**src/rtl/ivf_pkg.sv**
```systemverilog
package ivf_pkg;

    localparam int TYPE_W  = 8;
    localparam int NUM_SRC = 5;

    // Source slots, index 0 is the highest priority
    localparam int IDX_DIV  = 0;
    localparam int IDX_SOFT = 1;
    localparam int IDX_NMI  = 2;
    localparam int IDX_MINT = 3;
    localparam int IDX_STEP = 4;

    typedef logic [TYPE_W-1:0] vtype_t;

    localparam vtype_t TYPE_DIV  = vtype_t'(0);
    localparam vtype_t TYPE_STEP = vtype_t'(1);
    localparam vtype_t TYPE_NMI  = vtype_t'(2);

    typedef enum logic [2:0] {
        ST_IDLE,
        ST_ISSUE_LO,
        ST_WAIT_LO,
        ST_ISSUE_HI,
        ST_WAIT_HI,
        ST_SHOW,
        ST_HOLD
    } fetch_st_e;

    // Byte offset of a table entry from the table base
    function automatic int unsigned entry_offset(vtype_t t, int unsigned entry_bytes);
        return int'(t) * entry_bytes;
    endfunction

endpackage

```
**src/rtl/ivf_nmi_latch.sv**
```systemverilog
module ivf_nmi_latch (
    input  logic clk,
    input  logic rst,
    input  logic nmi_in,
    input  logic take,
    output logic pend
);
    logic nmi_q;
    logic edge_seen;

    assign edge_seen = nmi_in && !nmi_q;

    always_ff @(posedge clk) begin
        if (rst) begin
            nmi_q <= 1'b0;
            pend  <= 1'b0;
        end else begin
            nmi_q <= nmi_in;
            if (edge_seen)
                pend <= 1'b1;
            else if (take)
                pend <= 1'b0;
        end
    end

    // one service per edge, the latch empties once served
    a_r4_clear_on_take: assert property (@(posedge clk) disable iff (rst)
        (take && !edge_seen) |=> !pend);

    // an edge is never lost, whatever the fetch state
    a_r9_edge_captured: assert property (@(posedge clk) disable iff (rst)
        edge_seen |=> pend);

endmodule

```
**src/rtl/ivf_prio_arb.sv**
```systemverilog
module ivf_prio_arb #(
    parameter int N_SRC = 5,
    parameter int TW    = 8
) (
    input  logic [N_SRC-1:0]         req,
    input  logic [N_SRC-1:0][TW-1:0] src_type,
    output logic [N_SRC-1:0]         gnt,
    output logic                     any,
    output logic [TW-1:0]            sel_type
);
    genvar g;
    generate
        for (g = 0; g < N_SRC; g++) begin : g_rank
            if (g == 0) begin : g_top
                assign gnt[g] = req[g];
            end else begin : g_low
                assign gnt[g] = req[g] && !(|req[g-1:0]);
            end
        end
    endgenerate

    assign any = |req;

    always_comb begin
        sel_type = '0;
        for (int i = 0; i < N_SRC; i++) begin
            if (gnt[i])
                sel_type = sel_type | src_type[i];
        end
    end

    // never more than one winner
    always_comb begin
        a_r1_single_grant: assert ($onehot0(gnt));
    end

endmodule

```
**src/rtl/ivf_fetch_seq.sv**
```systemverilog
module ivf_fetch_seq
    import ivf_pkg::*;
#(
    parameter int ADDR_W      = 20,
    parameter int WORD_W      = 16,
    parameter int ENTRY_BYTES = 4,
    parameter int TABLE_BASE  = 0
) (
    input  logic              clk,
    input  logic              rst,
    input  logic              start,
    input  vtype_t            start_type,
    output logic              idle,
    output logic              rd_req,
    output logic [ADDR_W-1:0] rd_addr,
    input  logic              rd_valid,
    input  logic [WORD_W-1:0] rd_data,
    input  logic              ack,
    output logic              vec_valid,
    output vtype_t            vec_type,
    output logic [WORD_W-1:0] vec_ip,
    output logic [WORD_W-1:0] vec_cs
);
    localparam int WORD_BYTES = WORD_W / 8;

    fetch_st_e         state;
    logic [ADDR_W-1:0] entry_addr;

    assign entry_addr = ADDR_W'(TABLE_BASE) +
                        ADDR_W'(entry_offset(vec_type, ENTRY_BYTES));

    always_ff @(posedge clk) begin
        if (rst) begin
            state    <= ST_IDLE;
            vec_type <= '0;
            vec_ip   <= '0;
            vec_cs   <= '0;
        end else begin
            unique case (state)
                ST_IDLE: begin
                    if (start) begin
                        vec_type <= start_type;
                        state    <= ST_ISSUE_LO;
                    end
                end
                ST_ISSUE_LO: state <= ST_WAIT_LO;
                ST_WAIT_LO: begin
                    if (rd_valid) begin
                        vec_ip <= rd_data;
                        state  <= ST_ISSUE_HI;
                    end
                end
                ST_ISSUE_HI: state <= ST_WAIT_HI;
                ST_WAIT_HI: begin
                    if (rd_valid) begin
                        vec_cs <= rd_data;
                        state  <= ST_SHOW;
                    end
                end
                ST_SHOW: state <= ack ? ST_IDLE : ST_HOLD;
                ST_HOLD: if (ack) state <= ST_IDLE;
                default: state <= ST_IDLE;
            endcase
        end
    end

    assign idle      = (state == ST_IDLE);
    assign vec_valid = (state == ST_SHOW);
    assign rd_req    = (state == ST_ISSUE_LO) || (state == ST_ISSUE_HI);
    assign rd_addr   = (state == ST_ISSUE_HI) ? entry_addr + ADDR_W'(WORD_BYTES)
                                              : entry_addr;

    // every read request lasts a single cycle
    a_r5_req_pulse: assert property (@(posedge clk) disable iff (rst)
        rd_req |=> !rd_req);

    // the result strobe lasts a single cycle
    a_r6_valid_pulse: assert property (@(posedge clk) disable iff (rst)
        vec_valid |=> !vec_valid);

    // delivered vector frozen until acknowledged
    a_r7_hold_stable: assert property (@(posedge clk) disable iff (rst)
        (vec_valid && !ack) |=> ($stable(vec_type) && $stable(vec_ip) && $stable(vec_cs)));

    // no fetch starts while the previous one is unacknowledged
    a_r7_no_read_waiting: assert property (@(posedge clk) disable iff (rst)
        (state == ST_HOLD && !ack) |=> !rd_req);

endmodule

```
**src/rtl/irq_vector_fetch.sv**
```systemverilog
module irq_vector_fetch
    import ivf_pkg::*;
#(
    parameter int ADDR_W      = 20,
    parameter int WORD_W      = 16,
    parameter int ENTRY_BYTES = 4,
    parameter int TABLE_BASE  = 0
) (
    input  logic              clk,
    input  logic              rst,
    input  logic              fault_div,
    input  logic              soft_req,
    input  logic [7:0]        soft_type,
    input  logic              nmi_in,
    input  logic              mint_req,
    input  logic [7:0]        mint_type,
    input  logic              mint_en,
    input  logic              trace_step,
    output logic              rd_req,
    output logic [ADDR_W-1:0] rd_addr,
    input  logic              rd_valid,
    input  logic [WORD_W-1:0] rd_data,
    input  logic              svc_ack,
    output logic              vec_valid,
    output logic [7:0]        vec_type,
    output logic [WORD_W-1:0] vec_ip,
    output logic [WORD_W-1:0] vec_cs
);
    logic [NUM_SRC-1:0]             req_vec;
    logic [NUM_SRC-1:0][TYPE_W-1:0] type_vec;
    logic [NUM_SRC-1:0]             gnt;
    logic                           any_req;
    vtype_t                         win_type;
    logic                           seq_idle;
    logic                           start;
    logic                           nmi_pend;
    logic                           take_nmi;

    always_comb begin
        req_vec           = '0;
        req_vec[IDX_DIV]  = fault_div;
        req_vec[IDX_SOFT] = soft_req;
        req_vec[IDX_NMI]  = nmi_pend;
        req_vec[IDX_MINT] = mint_req && mint_en;
        req_vec[IDX_STEP] = trace_step;

        type_vec           = '0;
        type_vec[IDX_DIV]  = TYPE_DIV;
        type_vec[IDX_SOFT] = soft_type;
        type_vec[IDX_NMI]  = TYPE_NMI;
        type_vec[IDX_MINT] = mint_type;
        type_vec[IDX_STEP] = TYPE_STEP;
    end

    assign start    = seq_idle && any_req;
    assign take_nmi = start && gnt[IDX_NMI];

    ivf_nmi_latch u_nmi (
        .clk    (clk),
        .rst    (rst),
        .nmi_in (nmi_in),
        .take   (take_nmi),
        .pend   (nmi_pend)
    );

    ivf_prio_arb #(
        .N_SRC (NUM_SRC),
        .TW    (TYPE_W)
    ) u_arb (
        .req      (req_vec),
        .src_type (type_vec),
        .gnt      (gnt),
        .any      (any_req),
        .sel_type (win_type)
    );

    ivf_fetch_seq #(
        .ADDR_W      (ADDR_W),
        .WORD_W      (WORD_W),
        .ENTRY_BYTES (ENTRY_BYTES),
        .TABLE_BASE  (TABLE_BASE)
    ) u_seq (
        .clk        (clk),
        .rst        (rst),
        .start      (start),
        .start_type (win_type),
        .idle       (seq_idle),
        .rd_req     (rd_req),
        .rd_addr    (rd_addr),
        .rd_valid   (rd_valid),
        .rd_data    (rd_data),
        .ack        (svc_ack),
        .vec_valid  (vec_valid),
        .vec_type   (vec_type),
        .vec_ip     (vec_ip),
        .vec_cs     (vec_cs)
    );

    // a maskable grant requires the enable
    a_r3_mask_respected: assert property (@(posedge clk) disable iff (rst)
        gnt[IDX_MINT] |-> mint_en);

    // a lower source never wins over a pending divide error
    a_r1_div_first: assert property (@(posedge clk) disable iff (rst)
        fault_div |-> (gnt == NUM_SRC'(1)));

    // a non-maskable grant yields type 2
    a_r2_nmi_type: assert property (@(posedge clk) disable iff (rst)
        gnt[IDX_NMI] |-> (win_type == TYPE_NMI));

    // a single-step-only grant yields type 1
    a_r2_step_type: assert property (@(posedge clk) disable iff (rst)
        gnt[IDX_STEP] |-> (win_type == TYPE_STEP));

endmodule

```
**config.mk**
```make
export PLATFORM = sky130hd
export DESIGN_NAME = irq_vector_fetch
export DESIGN_NICKNAME = d
export VERILOG_FILES = /design/src/rtl/ivf_pkg.sv /design/src/rtl/ivf_nmi_latch.sv /design/src/rtl/ivf_prio_arb.sv /design/src/rtl/ivf_fetch_seq.sv /design/src/rtl/irq_vector_fetch.sv
export SDC_FILE = /design/constraint.sdc
export NUM_CORES = 1
export LEC_CHECK = 0
export ABC_AREA = 1
export BUFFER_PORTS_ARGS = -buffer_cell sky130_fd_sc_hd__buf_2
export CORE_UTILIZATION = 47
export CTS_BUF_LIST = sky130_fd_sc_hd__clkbuf_8
export CTS_CLUSTER_DIAMETER = 100
export DETAILED_ROUTE_END_ITERATION = 10
export PLACE_DENSITY = 0.86
export SKIP_LAST_GASP = 1
export SLEW_MARGIN = 5
export SYNTH_ARGS = -nofsm -noshare
export SYNTH_HDL_FRONTEND = slang
export SYNTH_SLANG_ARGS = --single-unit
```
**constraint.sdc**
```tcl
create_clock -name clk -period 1.32 [get_ports clk]
set_input_delay 0.066 -clock clk [delete_from_list [all_inputs] [get_ports clk]]
set_output_delay 0.066 -clock clk [all_outputs]
set_load 0.02 [all_outputs]
```
; Word level (Yosys, flattened, before mapping)
; Index checks and enable logic that the tools add are counted.
[totals]
output_inout_bits = 62
latchBits = 0
inputBits = 42
mem_bits_ro = 0
elab_cells = 55
mem_bits_rw = 0
mem_count = 0
regBits = 45
[classes]
mul = 0
eq_ne = 10
n_shift = 0
reduce_logical = 24
magnitude_cmp = 0
n_div = 0
muxes = 13
addsub = 1
n_bitwise = 1
[ops]
columns = operator, count
row1 = 3-bit one-hot mux with 7 select lines, 1
row2 = 20-bit two-way mux, 1
row3 = 8-bit two-way mux, 2
row4 = 3-bit two-way mux, 5
row5 = 10-bit by 2-bit adder with 11-bit output (second input constant), 1
row6 = 3-bit equality test (second input constant), 3
row7 = 1-bit logical AND, 8
row8 = 8-bit OR, 1
row9 = 3-bit by 2-bit equality test with 1-bit output (second input constant), 2
row10 = 2-bit != test (second input constant), 3
row11 = 2-bit AND reduction, 3
row12 = 1-bit logical NOT, 5
row13 = 5-bit OR reduction, 1
row14 = 4-bit AND reduction, 1
row15 = 4-bit OR reduction, 1
row16 = 3-bit by 1-bit equality test with 1-bit output (second input constant), 1
row17 = 3-bit logical NOT, 1
row18 = 1-bit two-way mux, 3
row19 = 3-bit OR reduction, 1
row20 = 2-bit two-way mux, 1
row21 = 2-bit by 1-bit != test with 1-bit output (second input constant), 1
row22 = 2-bit nonzero test, 1
row23 = 2-bit OR reduction, 1
row24 = 1-bit logical OR, 1

; Logic depth before layout (Yosys ltp)
[depth]
word_depth = 7
mapped_depth = 7
depth_no_buf = 7

; By module
; A second synthesis with hierarchy kept.
[hier_totals]
hier_cells = 348
hier_area_um2 = 2376.0
[modules_own_cells]
columns = mod, area_each_um2, cells_per_inst, instances
row1 = ivf_fetch_seq, 1831.8, 239, 1
row2 = ivf_prio_arb, 434.2, 91, 1
row3 = ivf_nmi_latch, 77.6, 10, 1
row4 = irq_vector_fetch, 32.5, 8, 1

; Least setup slack after synthesis
; Ideal clock, no wire load.
[synth_path]
kind = reg-to-reg
startpoint = register u_seq.state[0]
endpoint = register u_seq.state[2]
setup_slack_ns = 0.168
required_time_ns = 1.250
arrival_ns = 1.083
synth_period_minus_slack_ns = 1.152
path_stages_with_launch = 7
cell_sequence = dfxtp_1 inv_2 nor2_2 nand2_1 nand2_1 nand3_1 a21oi_1
[synth_between]
elab_chain_cells = 4
elab_cells_between_ends = 14
[synth_rtl]
columns = element, line
row1 = start: declaration, ivf_fetch_seq.sv:26  ; fetch_st_e state;
row2 = start signal: assignment, ivf_fetch_seq.sv:60  ; ST_SHOW: state <= ack ? ST_IDLE : ST_HOLD;
row3 = 3-bit logical NOT, "ivf_fetch_seq.sv:39, ivf_fetch_seq.sv:67"
row4 = 1-bit logical AND, irq_vector_fetch.sv:55  ; assign start = seq_idle && any_req;
row5 = 2-bit by 1-bit != test with 1-bit output (no source line), n/a
row6 = 4-bit AND reduction (no source line), n/a
; Parallel ways exist; a longest one is shown, timed or not.
; A chain may end at the register's enable or synchronous reset.

; Worst setup path after layout
[layout_path]
startpoint = register u_seq.state[0]
endpoint = output port rd_addr[1]
[layout_between]
elab_chain_cells = 2
[layout_rtl]
columns = element, line
row1 = 3-bit by 2-bit equality test with 1-bit output, ivf_fetch_seq.sv:70  ; assign rd_addr = (state == ST_ISSUE_HI) ? entry_addr + ADDR_W'(WORD_BYTES)
row2 = 20-bit two-way mux, ivf_fetch_seq.sv:70
row3 = end: declaration, irq_vector_fetch.sv:20  ; output logic [ADDR_W-1:0] rd_addr,
; Every way passes these cells.

==> run_results.csv <==
group,metric,value,unit
setup_path,critPathKind,"flop to primary output",
floorplan,die_h,68.94,µm
sta,finalSetupTns,0,ns
layout,layout-drive-gt1-share,33.78,%
sta,clock_skew,0.006129,ns
logic_synthesis,async_flop_share,0,%
setup_path,cp_common_cell,"buf_4",
detailed_routing,drtPass1Iterations,4,
floorplan,die_w,68.94,µm
layout,syn_to_final_growth,28.10,%
clocking,cts_tree,"built",
place,place_inst,412,
setup_path,slowest_stage,"dfxtp_4",
detailed_routing,drtAntennaViolNets,0,
logic_synthesis,avgSynthCellArea,7.389,µm²
logic_synthesis,yosys.area.top_type_share,42.78,%
logic_synthesis,synth_top_area_cell,"dfxtp_1",
clocking,cts_max_level,2,
global_routing,grt_pass1_wl,6893,µm
job,maxCapViolCount,0,
setup_path,r2r_setup_slack,0.07,ns
logic_synthesis,yosysMostFrequentCell,"inv_1",
clocking,max-clock-path-buffers,2,
outcome,outcome,"completed",
global_routing,grtUsageTotal,19.66,%
layout,stdcell_area,0.002698,mm²
setup_path,slowest_delay,0.39,ns
clocking,clockRootBuffer,"clkbuf_8",
logic_synthesis,yosysUniqueCellTypes,21,
floorplan,core-area,0.004144,mm²
place,place_hpwl,3348,µm
detailed_routing,wl_met2,2383,µm
layout,seq_area,908.4,µm²
power_and_ir_drop,p_per_area,1298,mW/mm²
layout,final_util,65.10,%
global_routing,grt_antenna_before_repair,0,
detailed_routing,drc_errors,0,
sta,setup_viol,0,
layout,multi_input_area,819.5,µm²
setup_path,cp-start-kind,"flop",
floorplan,fp-row-count,23,
detailed_routing,vias,2001,
power_and_ir_drop,peakVddDrop,0.0005867,V
layout,antenna-diode-count,0,
logic_synthesis,synth-edff-count,0,
place,port_buffers,92,
layout,nets,417,
sta,final_hold_viol_count,0,
sta,finalMaxSlewViolations,0,
place,gp_congestion,0.8613,
setup_path,path_delay_family,"flip-flops",
place,place_area,0.002499,mm²
setup_path,crit_buf_inv,4,
global_routing,grt_pass1_vias,1646,
detailed_routing,top_layer_used,"met4",
sta,fin_crit,1.257,ns
layout,nFillCells,386,
sta,holdWs,0.04911,ns
logic_synthesis,netlist_top_cells_count,"inv_1, dfxtp_1, a21oi_1",
logic_synthesis,ys.flop_type,"dfxtp_1",
logic_synthesis,synth_area_leaders,"dfxtp_1, a21oi_1, inv_1",
detailed_routing,wirelength,4577,µm
power_and_ir_drop,leakagePower,1.347,nW
clocking,clk_latency,0.29,ns
clocking,cts_sinks,45,
detailed_routing,drtIter0Drc,86,
global_routing,grt_max_degree,33,
detailed_routing,dr_wl_met3,166,µm
min_path,hold_class,"primary input to flop",
floorplan,die_area,0.004752,mm²
logic_synthesis,syn_area,0.002106,mm²
setup_path,critical_path_arrival,1.19,ns
logic_synthesis,seq_area_frac_synth,42.78,%
detailed_routing,viasPerCell,4.697,
logic_synthesis,ys_warn_count,0,
sta,finalCritPeriodShare,95.21,%
detailed_routing,post_drt_wl_per_cell,10.74,µm
layout,final_cells,426,
floorplan,start_util,50.82,%
global_routing,grt-ovfl-total,0,
setup_path,required,1.25,ns
setup_path,crit_fanout,4,
logic_synthesis,ys_ff_latch,45,
setup_path,endpoint_kind,"primary output",
floorplan,ioPinCount,104,
clocking,cts_buffers,5,
sta,fmax,795.6,MHz
detailed_routing,wl_met1,1962,µm
logic_synthesis,syn_inst,285,
setup_path,path_cells,"buf_4, inv_2, nor2_2, nand2_1, inv_1, buf_4",
clocking,clkTransAtPathRegs,0.09,ns
## final cells by class
cell class / instances / area share, %
Sequential cell: 45 / 33.67
Multi-Input combinational cell: 164 / 30.38
Timing Repair Buffer: 105 / 21.99
Inverter: 54 / 7.514
Clock buffer: 5 / 2.551
Tap cell: 50 / 2.319
Clock inverter: 3 / 1.577
## final timing paths
path,startpoint,to,cells past startpoint
max,u_seq.state[0]$_SDFFE_PP0P_,rd_addr[1],6
min reg2reg,u_seq.vec_cs[9]$_SDFFE_PP0P_,u_seq.vec_cs[9]$_SDFFE_PP0P_,2
max reg2reg,u_nmi.pend$_SDFFE_PP0P_,u_seq.vec_type[7]$_SDFFE_PP0P_,7
min,rd_data[12],u_seq.vec_ip[12]$_SDFFE_PP0P_,3
## power by group
group | switching (mW) | internal, mW | total, mW
sequential | 0.0855 | 1.48 | 1.56
clock | 0.453 | 0.561 | 1.01
combinational | 0.572 | 0.356 | 0.928
## through the flow
stage | worst slack (ns) | total power [mW]
after floorplan | 0.1676 | 2.252
after global placement | 0.09820 | 2.415
after detailed placement | -0.003674 | 2.437
after global routing | -0.02708 | 3.719
after CTS | 0.02460 | 3.475
final | 0.06316 | 3.503
## cells in the final DEF, fill, tap and decap left out
cell type      instances
buf_2                 90
inv_1                 53
a21oi_1               43
nand2_1               42
dfxtp_1               41
o21ai_0               25
conb_1                11
buf_4                 11
o21ai_1                9
nor2_1                 8
nand3_1                8
a21boi_0               6
clkbuf_8               5
nor2_2                 4
nand3_2                3
dfxtp_2                3
inv_2                  2
nor3_4                 2
dlygate4sd3_1          2
buf_12                 2
nor3_2                 1
nand4_1                1
o21ai_4                1
clkinv_4               1
bufinv_16              1
dfxtp_4                1
## worst reg2reg max path, delay by kind of cell, from the launching register on
family,cells,cell delay (ns)
AO/OA/AOI/OAI,2,0.31
buffers and inverters,2,0.29
flip-flops,1,0.35
AND/OR/NAND/NOR,3,0.20
## what timing repair did
item / 4_1_cts / 5_1_grt
endpoints found under the hold margin: 4 / 0
resized for setup: 2 / 10
pin swaps: 0 / 1
hold buffers: 2 / 0
cloned: 0 / 0
setup buffers: 0 / 4
setup endpoints to repair: 8 / 9
## state kept, by name, summed over array words and instances, names as in the netlist
name            count
u_seq.vec_type      8
u_seq.vec_cs       16
u_seq.state         3
u_nmi.nmi_q         1
u_nmi.pend          1
u_seq.vec_ip       16
## logic make-up (layout without fill, tap and decap cells)
logic type      Yosys count  after routing  share of synthesized area [%]
compound gates           84             84                          20.86
buf+inv                  86            167                          21.27
other cells               1             11                         0.1781
simple gates             69             69                          14.91
flops                    45             45                          42.78
## routing by layer
metal | vias to the layer above | track usage (%)
met1 | 898 | 21.57
met3 | 7 | 3.618
li1 | 1045 | -
met4 | 0 | 9.694
met2 | 51 | 35.80
met5 | - | 0
Note: power is estimated with default switching activity, not from simulation.
